$ cat config.mk
export PLATFORM = sky130hd
export DESIGN_NAME = pwrup_seq
export DESIGN_NICKNAME = d
export VERILOG_FILES = /design/src/rtl/pwrup_seq_pkg.sv /design/src/rtl/pwrup_stage_timer.sv /design/src/rtl/pwrup_stage_fsm.sv /design/src/rtl/pwrup_out_decode.sv /design/src/rtl/pwrup_seq.sv
export SDC_FILE = /design/constraint.sdc
export NUM_CORES = 1
export LEC_CHECK = 0
export ABC_AREA = 1
export BUFFER_PORTS_ARGS = -buffer_cell sky130_fd_sc_hd__buf_2
export CORE_AREA = 2 2 71 73
export CTS_BUF_LIST = sky130_fd_sc_hd__clkbuf_4 sky130_fd_sc_hd__clkbuf_8
export DETAILED_ROUTE_END_ITERATION = 8
export DIE_AREA = 0 0 73 75
export PLACE_DENSITY = 0.56
export SKIP_LAST_GASP = 1
export SYNTH_ARGS = -nofsm -noshare
export SYNTH_HDL_FRONTEND = slang
export SYNTH_HIERARCHICAL = 1
export SYNTH_SLANG_ARGS = --single-unit
$ cat constraint.sdc
create_clock -name clk_i -period 3.52 [get_ports clk_i]
set_input_delay 0.176 -clock clk_i [delete_from_list [all_inputs] [get_ports clk_i]]
set_output_delay 0.176 -clock clk_i [all_outputs]
set_load 0.01 [all_outputs]
$ cat src/rtl/pwrup_seq_pkg.sv
package pwrup_seq_pkg;

    typedef enum logic [3:0] {
        ST_IDLE      = 4'd0,
        ST_DLY       = 4'd1,
        ST_PHDET     = 4'd2,
        ST_BOOT_RAMP = 4'd3,
        ST_BOOT_HOLD = 4'd4,
        ST_LATCH     = 4'd5,
        ST_VID_RAMP  = 4'd6,
        ST_MASK      = 4'd7,
        ST_BLANK     = 4'd8,
        ST_RUN       = 4'd9
    } seq_state_e;

    function automatic int unsigned max_u(input int unsigned a, input int unsigned b);
        return (a > b) ? a : b;
    endfunction

endpackage

$ cat src/rtl/pwrup_stage_timer.sv
module pwrup_stage_timer #(
    parameter int unsigned CNT_W = 4
) (
    input  logic             clk_i,
    input  logic             rst_ni,
    input  logic             load_i,
    input  logic [CNT_W-1:0] load_val_i,
    input  logic             step_i,
    output logic             done_o
);

    logic [CNT_W-1:0] cnt_d, cnt_q;

    always_comb begin
        cnt_d = cnt_q;
        if (load_i) begin
            cnt_d = load_val_i;
        end else if (step_i && (cnt_q != '0)) begin
            cnt_d = cnt_q - 1'b1;
        end
    end

    always_ff @(posedge clk_i or negedge rst_ni) begin
        if (!rst_ni) begin
            cnt_q <= '0;
        end else begin
            cnt_q <= cnt_d;
        end
    end

    // Last counted step of the stage
    assign done_o = step_i && (cnt_q == CNT_W'(1));

endmodule

$ cat src/rtl/pwrup_stage_fsm.sv
module pwrup_stage_fsm
    import pwrup_seq_pkg::*;
#(
    parameter int unsigned VID_W       = 8,
    parameter int unsigned DLY_TICKS   = 2000,
    parameter int unsigned PHDET_CLKS  = 6,
    parameter int unsigned HOLD_TICKS  = 2000,
    parameter int unsigned MASK_TICKS  = 100,
    parameter int unsigned BLANK_TICKS = 2000,
    parameter int unsigned CNT_W       = 11
) (
    input  logic             clk_i,
    input  logic             rst_ni,
    input  logic             en_i,
    input  logic             uvlo_ok_i,
    input  logic             tick_i,
    input  logic             ss_done_i,
    input  logic             in_range_i,
    input  logic [VID_W-1:0] vid_i,
    input  logic             tmr_done_i,
    output logic             tmr_load_o,
    output logic [CNT_W-1:0] tmr_val_o,
    output logic             tmr_step_o,
    output seq_state_e       state_o,
    output logic             pgood_o,
    output logic [VID_W-1:0] vid_o
);

    typedef struct packed {
        seq_state_e       state;
        logic             pgood;
        logic [VID_W-1:0] vid;
    } seq_regs_t;

    seq_regs_t r_d, r_q;
    logic      go;

    assign go = en_i && uvlo_ok_i;

    always_comb begin
        r_d = r_q;
        if (!go) begin
            r_d.state = ST_IDLE;
        end else begin
            unique case (r_q.state)
                ST_IDLE:      r_d.state = ST_DLY;
                ST_DLY:       if (tmr_done_i) r_d.state = ST_PHDET;
                ST_PHDET:     if (tmr_done_i) r_d.state = ST_BOOT_RAMP;
                ST_BOOT_RAMP: if (ss_done_i)  r_d.state = ST_BOOT_HOLD;
                ST_BOOT_HOLD: if (tmr_done_i) r_d.state = ST_LATCH;
                ST_LATCH: begin
                    r_d.state = ST_VID_RAMP;
                    r_d.vid   = vid_i;
                end
                ST_VID_RAMP:  if (ss_done_i)  r_d.state = ST_MASK;
                ST_MASK:      if (tmr_done_i) r_d.state = ST_BLANK;
                ST_BLANK:     if (tmr_done_i) r_d.state = ST_RUN;
                ST_RUN:       r_d.state = ST_RUN;
                default:      r_d.state = ST_IDLE;
            endcase
        end
        r_d.pgood = (r_d.state == ST_RUN) && in_range_i;
    end

    always_ff @(posedge clk_i or negedge rst_ni) begin
        if (!rst_ni) begin
            r_q <= '{state: ST_IDLE, pgood: 1'b0, vid: '0};
        end else begin
            r_q <= r_d;
        end
    end

    // Timer is reloaded on every stage change with the new stage's length
    always_comb begin
        tmr_load_o = (r_d.state != r_q.state);
        unique case (r_d.state)
            ST_DLY:       tmr_val_o = CNT_W'(DLY_TICKS);
            ST_PHDET:     tmr_val_o = CNT_W'(PHDET_CLKS);
            ST_BOOT_HOLD: tmr_val_o = CNT_W'(HOLD_TICKS);
            ST_MASK:      tmr_val_o = CNT_W'(MASK_TICKS);
            ST_BLANK:     tmr_val_o = CNT_W'(BLANK_TICKS);
            default:      tmr_val_o = '0;
        endcase
        tmr_step_o = (r_q.state == ST_PHDET) ? 1'b1 : tick_i;
    end

    assign state_o = r_q.state;
    assign pgood_o = r_q.pgood;
    assign vid_o   = r_q.vid;

endmodule

$ cat src/rtl/pwrup_out_decode.sv
module pwrup_out_decode
    import pwrup_seq_pkg::*;
(
    input  seq_state_e state_i,
    output logic       pwm_blank_o,
    output logic       phdet_win_o,
    output logic       ss_en_o,
    output logic       ss_tgt_vid_o,
    output logic       vid_strobe_o
);

    always_comb begin
        pwm_blank_o  = 1'b0;
        phdet_win_o  = 1'b0;
        ss_en_o      = 1'b0;
        ss_tgt_vid_o = 1'b0;
        vid_strobe_o = 1'b0;
        unique case (state_i)
            ST_IDLE, ST_DLY: pwm_blank_o = 1'b1;
            ST_PHDET: begin
                pwm_blank_o = 1'b1;
                phdet_win_o = 1'b1;
            end
            ST_BOOT_RAMP, ST_BOOT_HOLD: ss_en_o = 1'b1;
            ST_LATCH: begin
                ss_en_o      = 1'b1;
                vid_strobe_o = 1'b1;
            end
            ST_VID_RAMP, ST_MASK, ST_BLANK, ST_RUN: begin
                ss_en_o      = 1'b1;
                ss_tgt_vid_o = 1'b1;
            end
            default: pwm_blank_o = 1'b1;
        endcase
    end

endmodule

$ cat src/rtl/pwrup_seq.sv
module pwrup_seq
    import pwrup_seq_pkg::*;
#(
    parameter int unsigned VID_W       = 8,
    parameter int unsigned DLY_TICKS   = 2000,
    parameter int unsigned PHDET_CLKS  = 6,
    parameter int unsigned HOLD_TICKS  = 2000,
    parameter int unsigned MASK_TICKS  = 100,
    parameter int unsigned BLANK_TICKS = 2000
) (
    input  logic             clk_i,
    input  logic             rst_ni,
    input  logic             en_i,
    input  logic             uvlo_ok_i,
    input  logic             tick_i,
    input  logic             ss_done_i,
    input  logic             in_range_i,
    input  logic [VID_W-1:0] vid_i,
    output logic             ss_tgt_vid_o,
    output logic             ss_en_o,
    output logic             pwm_blank_o,
    output logic             phdet_win_o,
    output logic             vid_strobe_o,
    output logic [VID_W-1:0] vid_o,
    output logic             pgood_o
);

    localparam int unsigned CNT_MAX = max_u(max_u(max_u(DLY_TICKS, PHDET_CLKS),
                                                  max_u(HOLD_TICKS, MASK_TICKS)),
                                            BLANK_TICKS);
    localparam int unsigned CNT_W   = $clog2(CNT_MAX + 1);

    seq_state_e       state;
    logic             tmr_load, tmr_step, tmr_done;
    logic [CNT_W-1:0] tmr_val;

    pwrup_stage_fsm #(
        .VID_W      (VID_W),
        .DLY_TICKS  (DLY_TICKS),
        .PHDET_CLKS (PHDET_CLKS),
        .HOLD_TICKS (HOLD_TICKS),
        .MASK_TICKS (MASK_TICKS),
        .BLANK_TICKS(BLANK_TICKS),
        .CNT_W      (CNT_W)
    ) u_fsm (
        .clk_i     (clk_i),
        .rst_ni    (rst_ni),
        .en_i      (en_i),
        .uvlo_ok_i (uvlo_ok_i),
        .tick_i    (tick_i),
        .ss_done_i (ss_done_i),
        .in_range_i(in_range_i),
        .vid_i     (vid_i),
        .tmr_done_i(tmr_done),
        .tmr_load_o(tmr_load),
        .tmr_val_o (tmr_val),
        .tmr_step_o(tmr_step),
        .state_o   (state),
        .pgood_o   (pgood_o),
        .vid_o     (vid_o)
    );

    pwrup_stage_timer #(
        .CNT_W(CNT_W)
    ) u_tmr (
        .clk_i     (clk_i),
        .rst_ni    (rst_ni),
        .load_i    (tmr_load),
        .load_val_i(tmr_val),
        .step_i    (tmr_step),
        .done_o    (tmr_done)
    );

    pwrup_out_decode u_dec (
        .state_i     (state),
        .pwm_blank_o (pwm_blank_o),
        .phdet_win_o (phdet_win_o),
        .ss_en_o     (ss_en_o),
        .ss_tgt_vid_o(ss_tgt_vid_o),
        .vid_strobe_o(vid_strobe_o)
    );

endmodule

# == Yosys cells after proc, flatten, opt, wreduce, memory -nomap -nowiden ==
# Index checks and enable logic that the tools add are counted.
# totals
elab_cells,51
reg_bits,24
# classes
n_eq_ne,17
reduce_logical,11
n_addsub,1
muxes,18
# op_table
op,n
$pmux 4 s10,1
$pmux 11 s3,1
$mux 4,8
$eq 4x3->1 const B,6
$mux 11,2
$eq 4x4->1 const B,4
$eq 4x2->1 const B,3
$eq 11x1->1 const B,1
$reduce_bool 11->1,1
$sub 11x1->11 const B,1
$eq 4x1->1 const B,2
$reduce_or 7->1,1
$mux 1,6
$logic_and 1x1->1,4
$logic_not 4->1,1
$ne 4x4->1,1
$reduce_or 4->1,1
$reduce_or 3->1,1
$reduce_and 2->1,1
$reduce_bool 2->1,1

# == Depth between registers and ports, before layout ==
# Gate-level depths: netlist (run 1).
# logic_depth
word_depth,10
ltp_mapped,22
ltp_nobuf,21

# == By module ==
# Netlist (run 1), hierarchy kept.
# modules_own_cells
module,cells_per_inst,n_inst,area_per_inst_um2
pwrup_stage_fsm,114,1,852.1
pwrup_stage_timer,111,1,807.0
pwrup_out_decode,15,1,68.8

# == Worst setup path after synthesis (run 1) ==
# OpenSTA, ideal clock, no wires.
# synth_path
path_type,register to register
start,register u_fsm.r_q (netlist bit u_fsm/state_o[3])
end,register u_tmr.cnt_q[6]
t_arrival_ps,2668
synth_period_minus_slack_ps,2742
path_slack_ps,778
path_stages_with_launch,21
setup_ps,74
cell_sequence,dfrtp_1 nor2_2 nand2_1 nand2_1 nand4_1 nor3_1 inv_1 nand3_1 nand2_1 nor2_1 nand2_2 nand2_2 nand2_1 nand2_1 nand2_1 inv_2 buf_2 nand3_1 nand2_1 nand2_2 o21ai_2
# synth_between
word_cells_on_any_way,32
cone_classes,eq/ne (15); mux (12); reduce/logical (5)
# synth_lines
item,line_no,text
"start, declared",pwrup_stage_fsm.sv:35,"seq_regs_t r_d, r_q;"
"start signal, assigned",pwrup_stage_fsm.sv:67,"r_q <= '{state: ST_IDLE, pgood: 1'b0, vid: '0};"
"start signal, assigned",pwrup_stage_fsm.sv:69,r_q <= r_d;
$eq 4x2->1 *,pwrup_stage_fsm.sv:84,tmr_step_o = (r_q.state == ST_PHDET) ? 1'b1 : tick_i;
$mux 1 *,pwrup_stage_fsm.sv:84,
via tmr_step,pwrup_seq.sv:34,"logic tmr_load, tmr_step, tmr_done;"
$logic_and 1x1->1 *,pwrup_stage_timer.sv:32,assign done_o = step_i && (cnt_q == CNT_W'(1));
via tmr_done,pwrup_seq.sv:34,
$mux 4 (on tied branches),n/a,
$pmux 4 s10 *,pwrup_stage_fsm.sv:45,unique case (r_q.state)
$mux 4 *,pwrup_stage_fsm.sv:42,if (!go) begin
$ne 4x4->1 *,pwrup_stage_fsm.sv:75,tmr_load_o = (r_d.state != r_q.state);
via tmr_load,pwrup_seq.sv:34,
$mux 11 / $reduce_bool 2->1 (equally long branches),n/a,
"end signal, assigned",pwrup_stage_timer.sv:27,cnt_q <= cnt_d;
"end, declared",pwrup_stage_timer.sv:12,"logic [CNT_W-1:0] cnt_d, cnt_q;"
# Mark *: on every way through the listed nets, which the timed path passes. The rest lies on a longest branch.
# A chain may end at the register's enable or synchronous reset.

# == Worst setup path after layout (run 1) ==
# layout_path
start,register u_fsm.r_q (netlist bit u_fsm/state_o[1])
end,register u_tmr.cnt_q[0]
# The elaborated chain is that of the path after synthesis.

==> summary.md, run 1 <==
| Metric | Value |
|---|---|
| Cell area after synthesis | between 1500 and 2000 sq um |
| Initial DRT Pass Iterations | 4 |
| Yosys reg bits | 24 |
| Relative slew slack | 0.627 |
| Fin crit share | 0.863 |
| R2R Path End | u_tmr/cnt_q[0] |
| Pwr dens | 503 nW/um^2 |
| Register-to-Register Path Depth | 19 |
| Ys async rst share | 1.00 |
| Leak | approximately 1.1 nW |
| Clk buf depth | 2 |
| Max Slew Vio Count | 0 |
| Slowest cell delay on critical path | ~540 ps |
| Post-synthesis sequential area ratio | 0.348 |
| Die area | approximately 5500 sq um |
| Syn_area_per_cell | roughly 7.2 sq um |
| Row count | 25 |
| Crit path max-delay family | simple AND/OR/NAND/NOR gates |
| Ys flop type | dfrtp_1 |
| Worst setup SP type | flip-flop |
| Final min period | just over 3000 ps |
| Core Region | around 4700 sq um |
| Fmax | about 0.33 GHz |
| Critical path type | reg -> reg |
| DIE WIDTH | approximately 73 microns |
| Reg2Reg Setup Slack | just under 500 ps |
| Top-count cell post-synth | nand2_1 |
| Synth top area share | 0.348 |
| Final Net Count | between 200 and 300 |
| Max cap viols | 0 |
| Peak supply drop | between 0.0002 and 0.00025 V |
| Gr usage total | 0.153 |
| Vias per cell | roughly 4.9 |
| DRC | 0 |
| Worst setup startpoint | u_fsm/state_o[1] |
| Setup TNS | 0 ps |
| Worst Max-Slew Pin Slew | ~560 ps |
| Reg2reg start | u_fsm/state_o[1] |
| CP Cell Sequence | inv_2 -> nor2_1 -> nand2_1 -> nand2_1 -> nand4_1 -> nor3_2 -> inv_1 -> nand3_1 -> nand2_1 -> nor2_1 -> nand2_2 -> nand2_2 -> nand2_1 -> nand2_1 -> nand2_1 -> inv_2 -> nand2_4 -> nand2_1 -> o21ai_2 |
| Unrepaired setup endpoints after global routing | false |
| EDFF count, synth | 0 |
| Pre-CTS WS | approximately 360 ps |
| Port buffer count | 28 |
| DR iter-0 viols | 86 |
| Layout cell share with drive strength beyond 1 | 0.299 |
| # IOs | 29 |
| Critical Path Stages | 19 |
| CTS tree | built |
| Warnings, synthesis | 6 |
| Synth top area cells | dfrtp_1 35%, nand2_1 16%, nand3_1 8.7% |
| Buf/Inv on CP | 3 |
| Worst Hold Path Cells | 3 |
| Worst Setup End Kind | flip-flop |
| ANT nets after route | 0 |
| Final HPWL DP | 2.96 mm |
| Clock Tree Root | clkbuf_8 |
| Initial Util | 0.371 |
| Worst EP arrival | between 3000 and 4000 ps |
| Initial antenna violation count | 0 |
| Final setup violation count | 0 |
| Clock sinks | 24 |
| Pin count of the biggest net entering global routing | 25 |
| H-tree depth | 1 |
| Final wirelength | ~3.8 mm |
| Distinct cells, synth | 26 |
| GRT overflow | 0 |
| Setup Buffers After CTS | 0 |
| Final WS setup | between 400 and 500 ps |
| Via count | between 1500 and 2000 |
| Area growth, synth to finish | 14.9% |
| Status | completed |
| Worst EP required | between 3000 and 4000 ps |
| Syn Inst Count | 240 |
| First-pass GRT wire length | 6.73 mm |
| Post-Route Skew | between 4 and 5 ps |
| Most common library cells after synthesis | 73 x nand2_1, 30 x nand3_1, 24 x dfrtp_1 |
| Top cell by count, worst path | nand2_1 |
| RePlAce Congestion | 0.841 |
| Post-synth top area cell | dfrtp_1 |
| CP endpoint | u_tmr/cnt_q[0] |
| N_diodes | 0 |
| Vias in the first global route | ~1500 |
| WL/cell | 11.9 microns |
| CTS Buf Count | 3 |
| Worst skew pair latency | ~270 ps |
| Die H | around 75 microns |
| Worst hold path type | in -> reg |
| Slowest-stage cell, CP | dfrtp_1 |
| CTS clock-pin slew for the worst setup and hold paths | 90 ps |
| Fin. Hold Viols | 0 |
| CP max FO | 11 |
-- worst min path at each step --
stage / slack (ps) / from / to
finish: 130 / in_range_i / u_fsm/pgood_o
CTS: 110 / in_range_i / u_fsm/pgood_o
global route: 110 / vid_i[2] / u_fsm/vid_o[2]
global placement: 210 / rst_ni / u_fsm/state_o[2]
detailed placement: 210 / rst_ni / u_fsm/state_o[2]
floorplan: -120 / rst_ni / u_fsm/pgood_o
-- logic make-up (layout without fill, tap and decap cells) --
family / count (synthesis) / count (layout) / share of synthesized area
mux: 8 / 8 / 0.0521
flops: 24 / 24 / 0.348
fa+ha+maj: 2 / 2 / 0.0145
compound gates: 9 / 9 / 0.0362
xor+xnor: 5 / 5 / 0.0253
other cells: 1 / 2 / 0.00217
simple gates: 153 / 153 / 0.424
buf+inv: 38 / 65 / 0.0977
-- power breakdown --
group | leakage (nW) | total, mW | switching [mW] | internal, mW
logic | 0.751 | 0.357 | 0.221 | 0.137
clock network | 0.0357 | 0.248 | 0.0958 | 0.152
registers | 0.322 | 0.394 | 0.0702 | 0.324
-- sequential cells by signal, summed over array words and instances, names as in the netlist --
signal,flops
u_tmr/cnt_q,11
u_fsm/vid_o,8
u_fsm/state_o,4
u_fsm/pgood_o,1
-- cells in the final DEF, fill, tap and decap left out, types with 3 or more instances in the layout --
| master | instances |
|---|---|
| nand3_2 | 7 |
| buf_2 | 28 |
| nor2_2 | 4 |
| nand2_2 | 7 |
| xor2_1 | 3 |
| clkbuf_8 | 3 |
| nand3_1 | 30 |
| dfrtp_1 | 24 |
| nand4_1 | 6 |
| mux2_2 | 8 |
| o21ai_2 | 4 |
| o21ai_0 | 3 |
| nor3_1 | 3 |
| inv_1 | 18 |
| inv_2 | 10 |
| nor2_1 | 18 |
| nand2_1 | 73 |
-- final cells by class --
class	count	area, sq um
tap	54	67.6
clock inverter	1	30.0
fill	479	2680
clock buffer	3	41.3
multi-input combinational	179	967
sequential	24	601
inverter	30	114
timing repair buffer	31	165
-- per-stage QoR --
stage                     cells  hold WS [ps]  area, sq um   util  power (mW)
after floorplan             241          -120         1730      -       0.673
after global placement      317           211         1900  0.408       0.759
after detailed placement    317           210         1900  0.408       0.751
after CTS                   322           112         1980  0.425        1.01
after global routing        322           114         1990  0.426        1.08
final                       322           125         1990  0.426       0.999
-- metal layers --
| metal | global-route usage | up-vias | share of wire |
|---|---|---|---|
| met5 | 0 | - | 0 |
| met4 | 0.0412 | 0 | 0.0089 |
| met3 | 0.0295 | 5 | 0.063 |
| li1 | - | 809 | - |
| met1 | 0.210 | 722 | 0.48 |
| met2 | 0.249 | 50 | 0.45 |
-- timing repair --
| item | CTS | global route |
|---|---|---|
| endpoints found under the setup margin | 0 | 10 |
| hold buffers | 1 | 0 |
| gates resized for setup | 0 | 1 |
| hold endpoints to repair | 24 | 0 |
-- worst register-to-register path, cell delays in order, from the launching register on --
cell and delay, ps:
dfrtp_1 540, inv_2 110, nor2_1 170, nand2_1 110, nand2_1 160, nand4_1 140, nor3_2 310, inv_1 110
nand3_1 90, nand2_1 100, nor2_1 140, nand2_2 100, nand2_2 120, nand2_1 60, nand2_1 50, nand2_1 120
inv_2 240, nand2_4 120, nand2_1 90, o21ai_2 50
Note: power is estimated with default switching activity, not from simulation.
==> run 2, diff against run 1 <==
--- a/config.mk
+++ b/config.mk
@@ -7,10 +7,10 @@
 export LEC_CHECK = 0
 export ABC_AREA = 1
 export BUFFER_PORTS_ARGS = -buffer_cell sky130_fd_sc_hd__buf_2
-export CORE_AREA = 2 2 71 73
+export CORE_AREA = 2 2 81 64
 export CTS_BUF_LIST = sky130_fd_sc_hd__clkbuf_4 sky130_fd_sc_hd__clkbuf_8
 export DETAILED_ROUTE_END_ITERATION = 8
-export DIE_AREA = 0 0 73 75
+export DIE_AREA = 0 0 83 66
 export PLACE_DENSITY = 0.56
 export SKIP_LAST_GASP = 1
 export SYNTH_ARGS = -nofsm -noshare
==> run 2 against run 1 <==
  * Register-to-register slack barely moved
  * Non-clock buffer count rose by 1
  * Wire length rose by 2.8%
  * Via count fell by 2.3%
  * Sequential share of layout area fell by 0.23 points
  * Combinational power rose by 3%
  * Cell count rose by 2.2%
  * Total power rose by 1.1%
  * Worst setup slack got worse by 13 ps
  * Final area rose by 0.76%
  * Fmax fell by 0.44%
  * Clock skew rose by 2.3 ps
  * Largest cell class unchanged
==> summary.md, run 2 (synthesized netlist as in run 1, its figures left out) <==
| Metric | Value |
|---|---|
| Status | completed |
| Fin crit share | 0.867 (+0.00381) |
| Unrepaired setup endpoints after global routing | false |
| Hold EP | u_fsm/vid_o[3] |
| DIE WIDTH | 83 microns (+14%) |
| Final wirelength | 3.95 mm (+2.8%) |
| Final HPWL DP | 3.14 mm (+6.1%) |
| H-tree depth | 1 (unchanged) |
| RePlAce Congestion | 0.829 (-1.4%) |
| Hold Path Origin | vid_i[3] |
| Gr usage total | 0.159 (+0.00520) |
| Clock Tree Root | clkbuf_8 |
| Worst EP required | 3690 ps (about the same) |
| Relative slew slack | 0.642 (+0.0158) |
| Setup TNS | 0 ps (unchanged) |
| Leak | 1.11 nW (+0.46%) |
| Initial DRT Pass Iterations | 4 (unchanged) |
| Final Net Count | 287 (+0.35%) |
| Reg with most FFs | u_tmr/cnt_q |
| Crit path max-delay family | simple AND/OR/NAND/NOR gates |
| Worst Max-Slew Pin Slew | 536 ps (-23.7 ps) |
| Buf/Inv on CP | 3 (unchanged) |
| Die area | 5480 sq um (about the same) |
| N_diodes | 0 (unchanged) |
| Clk buf depth | 2 (unchanged) |
| Pin count of the biggest net entering global routing | 25 (unchanged) |
| Die H | 66 microns (-12%) |
| Slowest-stage cell, CP | dfrtp_1 |
| Critical path type | reg -> reg |
| CTS clock-pin slew for the worst setup and hold paths | 90 ps (about the same) |
| CTS tree | built |
| Register-to-Register Path Depth | 19 (unchanged) |
| Worst EP arrival | 3220 ps (+20 ps) |
| Worst skew pair latency | 280 ps (about the same) |
| Via count | 1550 (-2.3%) |
| CP max FO | 11 (unchanged) |
| Max FFs per register | 11 (unchanged) |
| Max Slew Vio Count | 0 (unchanged) |
| GRT overflow | 0 (unchanged) |
| Final non-filler cell total | 329 (+2.2%) |
| Worst Setup End Kind | flip-flop |
| Port buffer count | 28 (unchanged) |
| Setup Buffers After CTS | 0 (unchanged) |
| Worst Hold Path Cells | 2 (-1) |
| DRC | 0 (unchanged) |
| Inst Count DP | 324 (+2.2%) |
| Most common cell after layout, fill and taps aside | nand2_1 |
| Vias per cell | 4.71 (-4.3%) |
| Fmax | 0.328 GHz (-0.44%) |
| Fin. Hold Viols | 0 (unchanged) |
| Slowest cell delay on critical path | 520 ps (-20 ps) |
| Initial Util | 0.367 (-0.00365) |
| Initial antenna violation count | 0 (unchanged) |
| First-pass GRT wire length | 6.87 mm (+2.1%) |
| Peak supply drop | 0.000217 V (+5.8%) |
| # IOs | 29 (unchanged) |
| Post-Route Skew | 7.04 ps (+2.34 ps) |
| Worst setup startpoint | u_fsm/state_o[1] |
| Worst hold path type | in -> reg |
| Area growth, synth to finish | 15.8% |
| Clock sinks | 24 (unchanged) |
| Final setup violation count | 0 (unchanged) |
| Core Region | 4710 sq um (+0.99%) |
| R2R Path End | u_tmr/cnt_q[0] |
| Most frequent cells in the layout | 73 x nand2_1, 30 x nand3_1, 28 x buf_2 |
| Vias in the first global route | 1421 (-4.8%) |
| Reg2Reg Setup Slack | 470 ps (about the same) |
| Row count | 22 (-12%) |
| WL/cell | 12.0 microns (+0.65%) |
| Final min period | 3050 ps (+13.4 ps) |
| Layout cell share with drive strength beyond 1 | 0.301 (+0.00261) |
| Max cap viols | 0 (unchanged) |
| Pwr dens | 505 nW/um^2 (+0.38%) |
| Reg2reg start | u_fsm/state_o[1] |
| DR iter-0 viols | 141 (+64%) |
| CP Cell Sequence | inv_2 -> nor2_1 -> nand2_1 -> nand2_1 -> nand4_1 -> nor3_2 -> inv_1 -> nand3_1 -> nand2_1 -> nor2_1 -> nand2_2 -> nand2_2 -> nand2_1 -> nand2_1 -> nand2_1 -> inv_2 -> nand2_4 -> nand2_1 -> o21ai_2 |
| CTS Buf Count | 3 (unchanged) |
| ANT nets after route | 0 (unchanged) |
| Worst setup SP type | flip-flop |
| Top cell by count, worst path | nand2_1 |
-- run 2: cell count changes in the layout (fill, tap and decap cells not counted), sizes merged --
cell  before  now
buf       30   31
-- run 2: repair_timing --
| item | CTS | global route |
|---|---|---|
| setup endpoints to repair | 0 | 11 |
| hold buffers | 1 | 0 |
| hold endpoints to repair | 24 | 0 |
| resized for setup | 0 | 1 |
-- run 2: stage by stage --
step	util	power, mW	worst slack [ps]	cell area, sq um	hold WS [ps]
2_1_floorplan	-	0.673	778	1730	-120
3_3_place_gp	0.407	0.764	374	1910	201
3_5_place_dp	0.407	0.760	297	1910	197
4_1_cts	0.424	1.02	287	2000	123
5_1_grt	0.425	1.10	69.0	2000	116
6_report	0.425	1.01	469	2000	128
-- run 2: layer usage --
| metal | vias up | global-route usage | wire length, microns |
|---|---|---|---|
| li1 | 816 | - | - |
| met1 | 691 | 0.236 | 2120 |
| met2 | 39 | 0.232 | 1550 |
| met3 | 4 | 0.0362 | 231 |
| met4 | 0 | 0.0369 | 37 |
| met5 | - | 0 | 0 |
-- run 2: power by group --
part | internal [mW] | switching (mW)
clock | 0.152 | 0.0968
sequential | 0.324 | 0.0694
combinational | 0.138 | 0.230
total | 0.614 | 0.397
-- run 2: worst max-delay path by stage --
stage	slack, ps	cells past startpoint	to
global route	70	20	u_tmr/cnt_q[6]
floorplan	780	20	u_tmr/cnt_q[6]
detailed placement	300	19	u_tmr/cnt_q[0]
CTS	290	19	u_tmr/cnt_q[0]
global placement	370	19	u_tmr/cnt_q[0]
finish	470	19	u_tmr/cnt_q[0]
-- run 2: worst reg2reg max path: cells and delay by family, from the launching register on --
kind | cells | cell delay (ps)
flops | 1 | 520
compound gates | 1 | 50
buf+inv | 3 | 470
simple gates | 15 | 1900
-- run 2: cell type report --
| type | instances | area, sq um |
|---|---|---|
| Fill cell | 506 | 2710 |
| Multi-Input combinational cell | 179 | 967 |
| Sequential cell | 24 | 601 |
| Timing Repair Buffer | 32 | 173 |
| Inverter | 30 | 114 |
| Tap cell | 60 | 75.1 |
| Clock buffer | 3 | 41.3 |
| Clock inverter | 1 | 30.0 |
==> run 3, diff against run 2 <==
--- a/config.mk
+++ b/config.mk
@@ -11,7 +11,7 @@
 export CTS_BUF_LIST = sky130_fd_sc_hd__clkbuf_4 sky130_fd_sc_hd__clkbuf_8
 export DETAILED_ROUTE_END_ITERATION = 8
 export DIE_AREA = 0 0 83 66
-export PLACE_DENSITY = 0.56
+export PLACE_DENSITY = 0.59
 export SKIP_LAST_GASP = 1
 export SYNTH_ARGS = -nofsm -noshare
 export SYNTH_HDL_FRONTEND = slang
==> constraint.sdc (replaced) <==
create_clock -name clk_i -period 2.7 [get_ports clk_i]
set_input_delay 0.135 -clock clk_i [delete_from_list [all_inputs] [get_ports clk_i]]
set_output_delay 0.135 -clock clk_i [all_outputs]
set_load 0.01 [all_outputs]
==> run 3 against run 2 <==
  * Cell count up 2.4%
  * Critical path type unchanged
  * Sequential share of layout area decreased by 1.1 points
  * Register-to-register slack worse by 220 ps
  * Combinational power up 35%
  * Via count grew 3.5%
  * Worst setup slack worse by 220 ps
  * Clock-buffer cell count rose by 1
  * Die area unchanged
==> summary.md, run 3 (synthesized netlist as in run 1, its figures left out) <==
| Metric | Value |
|---|---|
| WL/cell | 11.6 microns (-3.5%) |
| Worst setup SP type | flip-flop |
| Vias per cell | 4.76 (+1.0%) |
| Final Net Count | 295 (+2.8%) |
| Sequential power share | 0.404 (+0.015) |
| Most common cell after layout, fill and taps aside | nand2_1 |
| Via count | 1604 (+3.5%) |
| Fin crit share | 0.906 (+0.0396) |
| Initial Util | 0.367 (unchanged) |
| Worst EP required | 2910 ps (-780 ps) |
| Register-to-Register Path Depth | 19 (unchanged) |
| CTS Buf Count | 3 (unchanged) |
| Area growth, synth to finish | 20.3% |
| Leak | 1.15 nW (+3.5%) |
| Final HPWL DP | 2.94 mm (-6.2%) |
| Clk buf depth | 2 (unchanged) |
| Vias in the first global route | 1459 (+2.7%) |
| Gate power share | 0.396 (+0.032) |
| Fin. Hold Viols | 0 (unchanged) |
| Pin count of the biggest net entering global routing | 25 (unchanged) |
| Clock sinks | 24 (unchanged) |
| Worst Max-Slew Pin Slew | 552 ps (+15.9 ps) |
| Layout cell share with drive strength beyond 1 | 0.339 (+0.0382) |
| Worst skew pair latency | 270 ps (about the same) |
| Die H | 66 microns (unchanged) |
| Finished Cell Area | 2080 sq um (+3.9%) |
| Initial antenna violation count | 0 (unchanged) |
| Dpl cell area | 1960 sq um (+2.2%) |
| CTS clock-pin slew for the worst setup and hold paths | 90 ps (about the same) |
| Worst hold path type | in -> reg |
| Row count | 22 (unchanged) |
| Worst Hold Path Cells | 2 (unchanged) |
| Peak supply drop | 0.000320 V (+48%) |
| Post-Route Skew | 3.45 ps (-3.60 ps) |
| Status | completed |
| Gr usage total | 0.151 (-0.00767) |
| N_diodes | 0 (unchanged) |
| CP max FO | 9 (-2) |
| P_sw | 0.512 mW (+29%) |
| Reg2Reg Setup Slack | 250 ps (-220 ps) |
| Final min period | 2450 ps (-604 ps) |
| DR iter-0 viols | 87 (-38%) |
| CTS tree | built |
| Most frequent cells in the layout | 70 x nand2_1, 30 x nand3_1, 28 x buf_2 |
| Max FFs per register | 11 (unchanged) |
| Fmax | 0.409 GHz (+25%) |
| Max cap viols | 0 (unchanged) |
| GRT overflow | 0 (unchanged) |
| ANT nets after route | 0 (unchanged) |
| Max Slew Vio Count | 0 (unchanged) |
| Core Region | 4710 sq um (unchanged) |
| Final wirelength | 3.90 mm (-1.2%) |
| Critical path type | reg -> reg |
| Clock Power Share | 0.199 (-0.047) |
| Relative slew slack | 0.632 (-0.0106) |
| Clock Tree Root | clkbuf_8 |
| Port buffer count | 28 (unchanged) |
| Worst EP arrival | 2660 ps (-560 ps) |
| Sw Ratio | 0.407 (+0.0144) |
| Inst Count DP | 329 (+1.5%) |
| Cell Int Power | 0.746 mW (+21%) |
| DRC | 0 (unchanged) |
| Die area | 5480 sq um (unchanged) |
| # IOs | 29 (unchanged) |
| Pwr dens | 605 nW/um^2 (+20%) |
| RePlAce Congestion | 0.862 (+3.9%) |
| Initial DRT Pass Iterations | 7 (+3) |
| DIE WIDTH | 83 microns (unchanged) |
| H-tree depth | 1 (unchanged) |
| Worst Setup End Kind | flip-flop |
| First-pass GRT wire length | 6.82 mm (-0.60%) |
| Reg with most FFs | u_tmr/cnt_q |
| Final non-filler cell total | 337 (+2.4%) |
| Final setup violation count | 0 (unchanged) |
run 3: changes by cell type in the layout (fill, tap and decap cells not counted), moves of 2 or more:
cell     change
nand2_4      +2
nand2_1      -3
nor2_1       -2
buf_4        +7
nor2_2       +2
run 3: routing by layer:
layer / track usage / part of all wire / vias up
li1: - / - / 833
met1: 0.222 / 0.50 / 714
met2: 0.228 / 0.43 / 53
met3: 0.0350 / 0.061 / 4
met4: 0.0266 / 0.0046 / 0
met5: 0 / 0 / -
run 3: area by class of cell:
class | count | area [sq um]
fillers | 478 | 2630
multi-input cells | 179 | 996
flip-flops and latches | 24 | 601
repair buffers | 40 | 236
inverters | 30 | 116
well taps | 60 | 75.1
clock buffers | 4 | 55.1
run 3: power groups by stage:
| stage | registers [mW] | clock network (mW) | logic [mW] |
|---|---|---|---|
| floorplan | 0.494 | 0 | 0.387 |
| global placement | 0.518 | 0 | 0.469 |
| detailed placement | 0.518 | 0 | 0.473 |
| CTS | 0.512 | 0.260 | 0.476 |
| global route | 0.522 | 0.274 | 0.574 |
| finish | 0.508 | 0.251 | 0.498 |
run 3: stage by stage:
stage	setup TNS, ps	hold WS, ps	power [mW]	util	setup WS [ps]
2_1_floorplan	0	-161	0.881	-	69.7
3_5_place_dp	0	154	0.991	0.416	92.2
3_3_place_gp	0	167	0.987	0.416	179
6_report	0	90.2	1.26	0.442	253
5_1_grt	-19.8	94.6	1.37	0.442	-12.1
4_1_cts	0	83.7	1.25	0.430	60.3
run 3: repair_timing:
| action | CTS | global route |
|---|---|---|
| buffers inserted | 0 | 3 |
| hold buffers | 1 | 0 |
| gates resized for setup | 0 | 10 |
| hold endpoints to repair | 24 | 0 |
| setup endpoints to repair | 0 | 11 |
run 3: worst paths after layout:
path | to | start
max in group asynchronous | u_fsm/vid_o[5] | rst_ni
min | u_fsm/vid_o[3] | vid_i[3]
min reg2reg | u_fsm/vid_o[4] | u_fsm/vid_o[4]
max reg2reg | u_tmr/cnt_q[3] | u_fsm/state_o[1]
max | u_tmr/cnt_q[3] | u_fsm/state_o[1]
min in group asynchronous | u_tmr/cnt_q[8] | rst_ni
run 3: worst max-delay path, stage by stage, from the launching register on:
cell	delay (ps)
dfrtp_1	370
inv_2	80
nor2_2	110
nand2_2	70
nand2_2	60
nand4_1	130
nor3_4	260
inv_1	90
nand3_1	90
nand2_1	90
nor2_1	120
nand2_2	110
nand2_4	90
nand2_1	60
nand2_1	90
nand2_4	100
buf_6	150
nor2_4	150
nand2_1	90
nand3_1	70
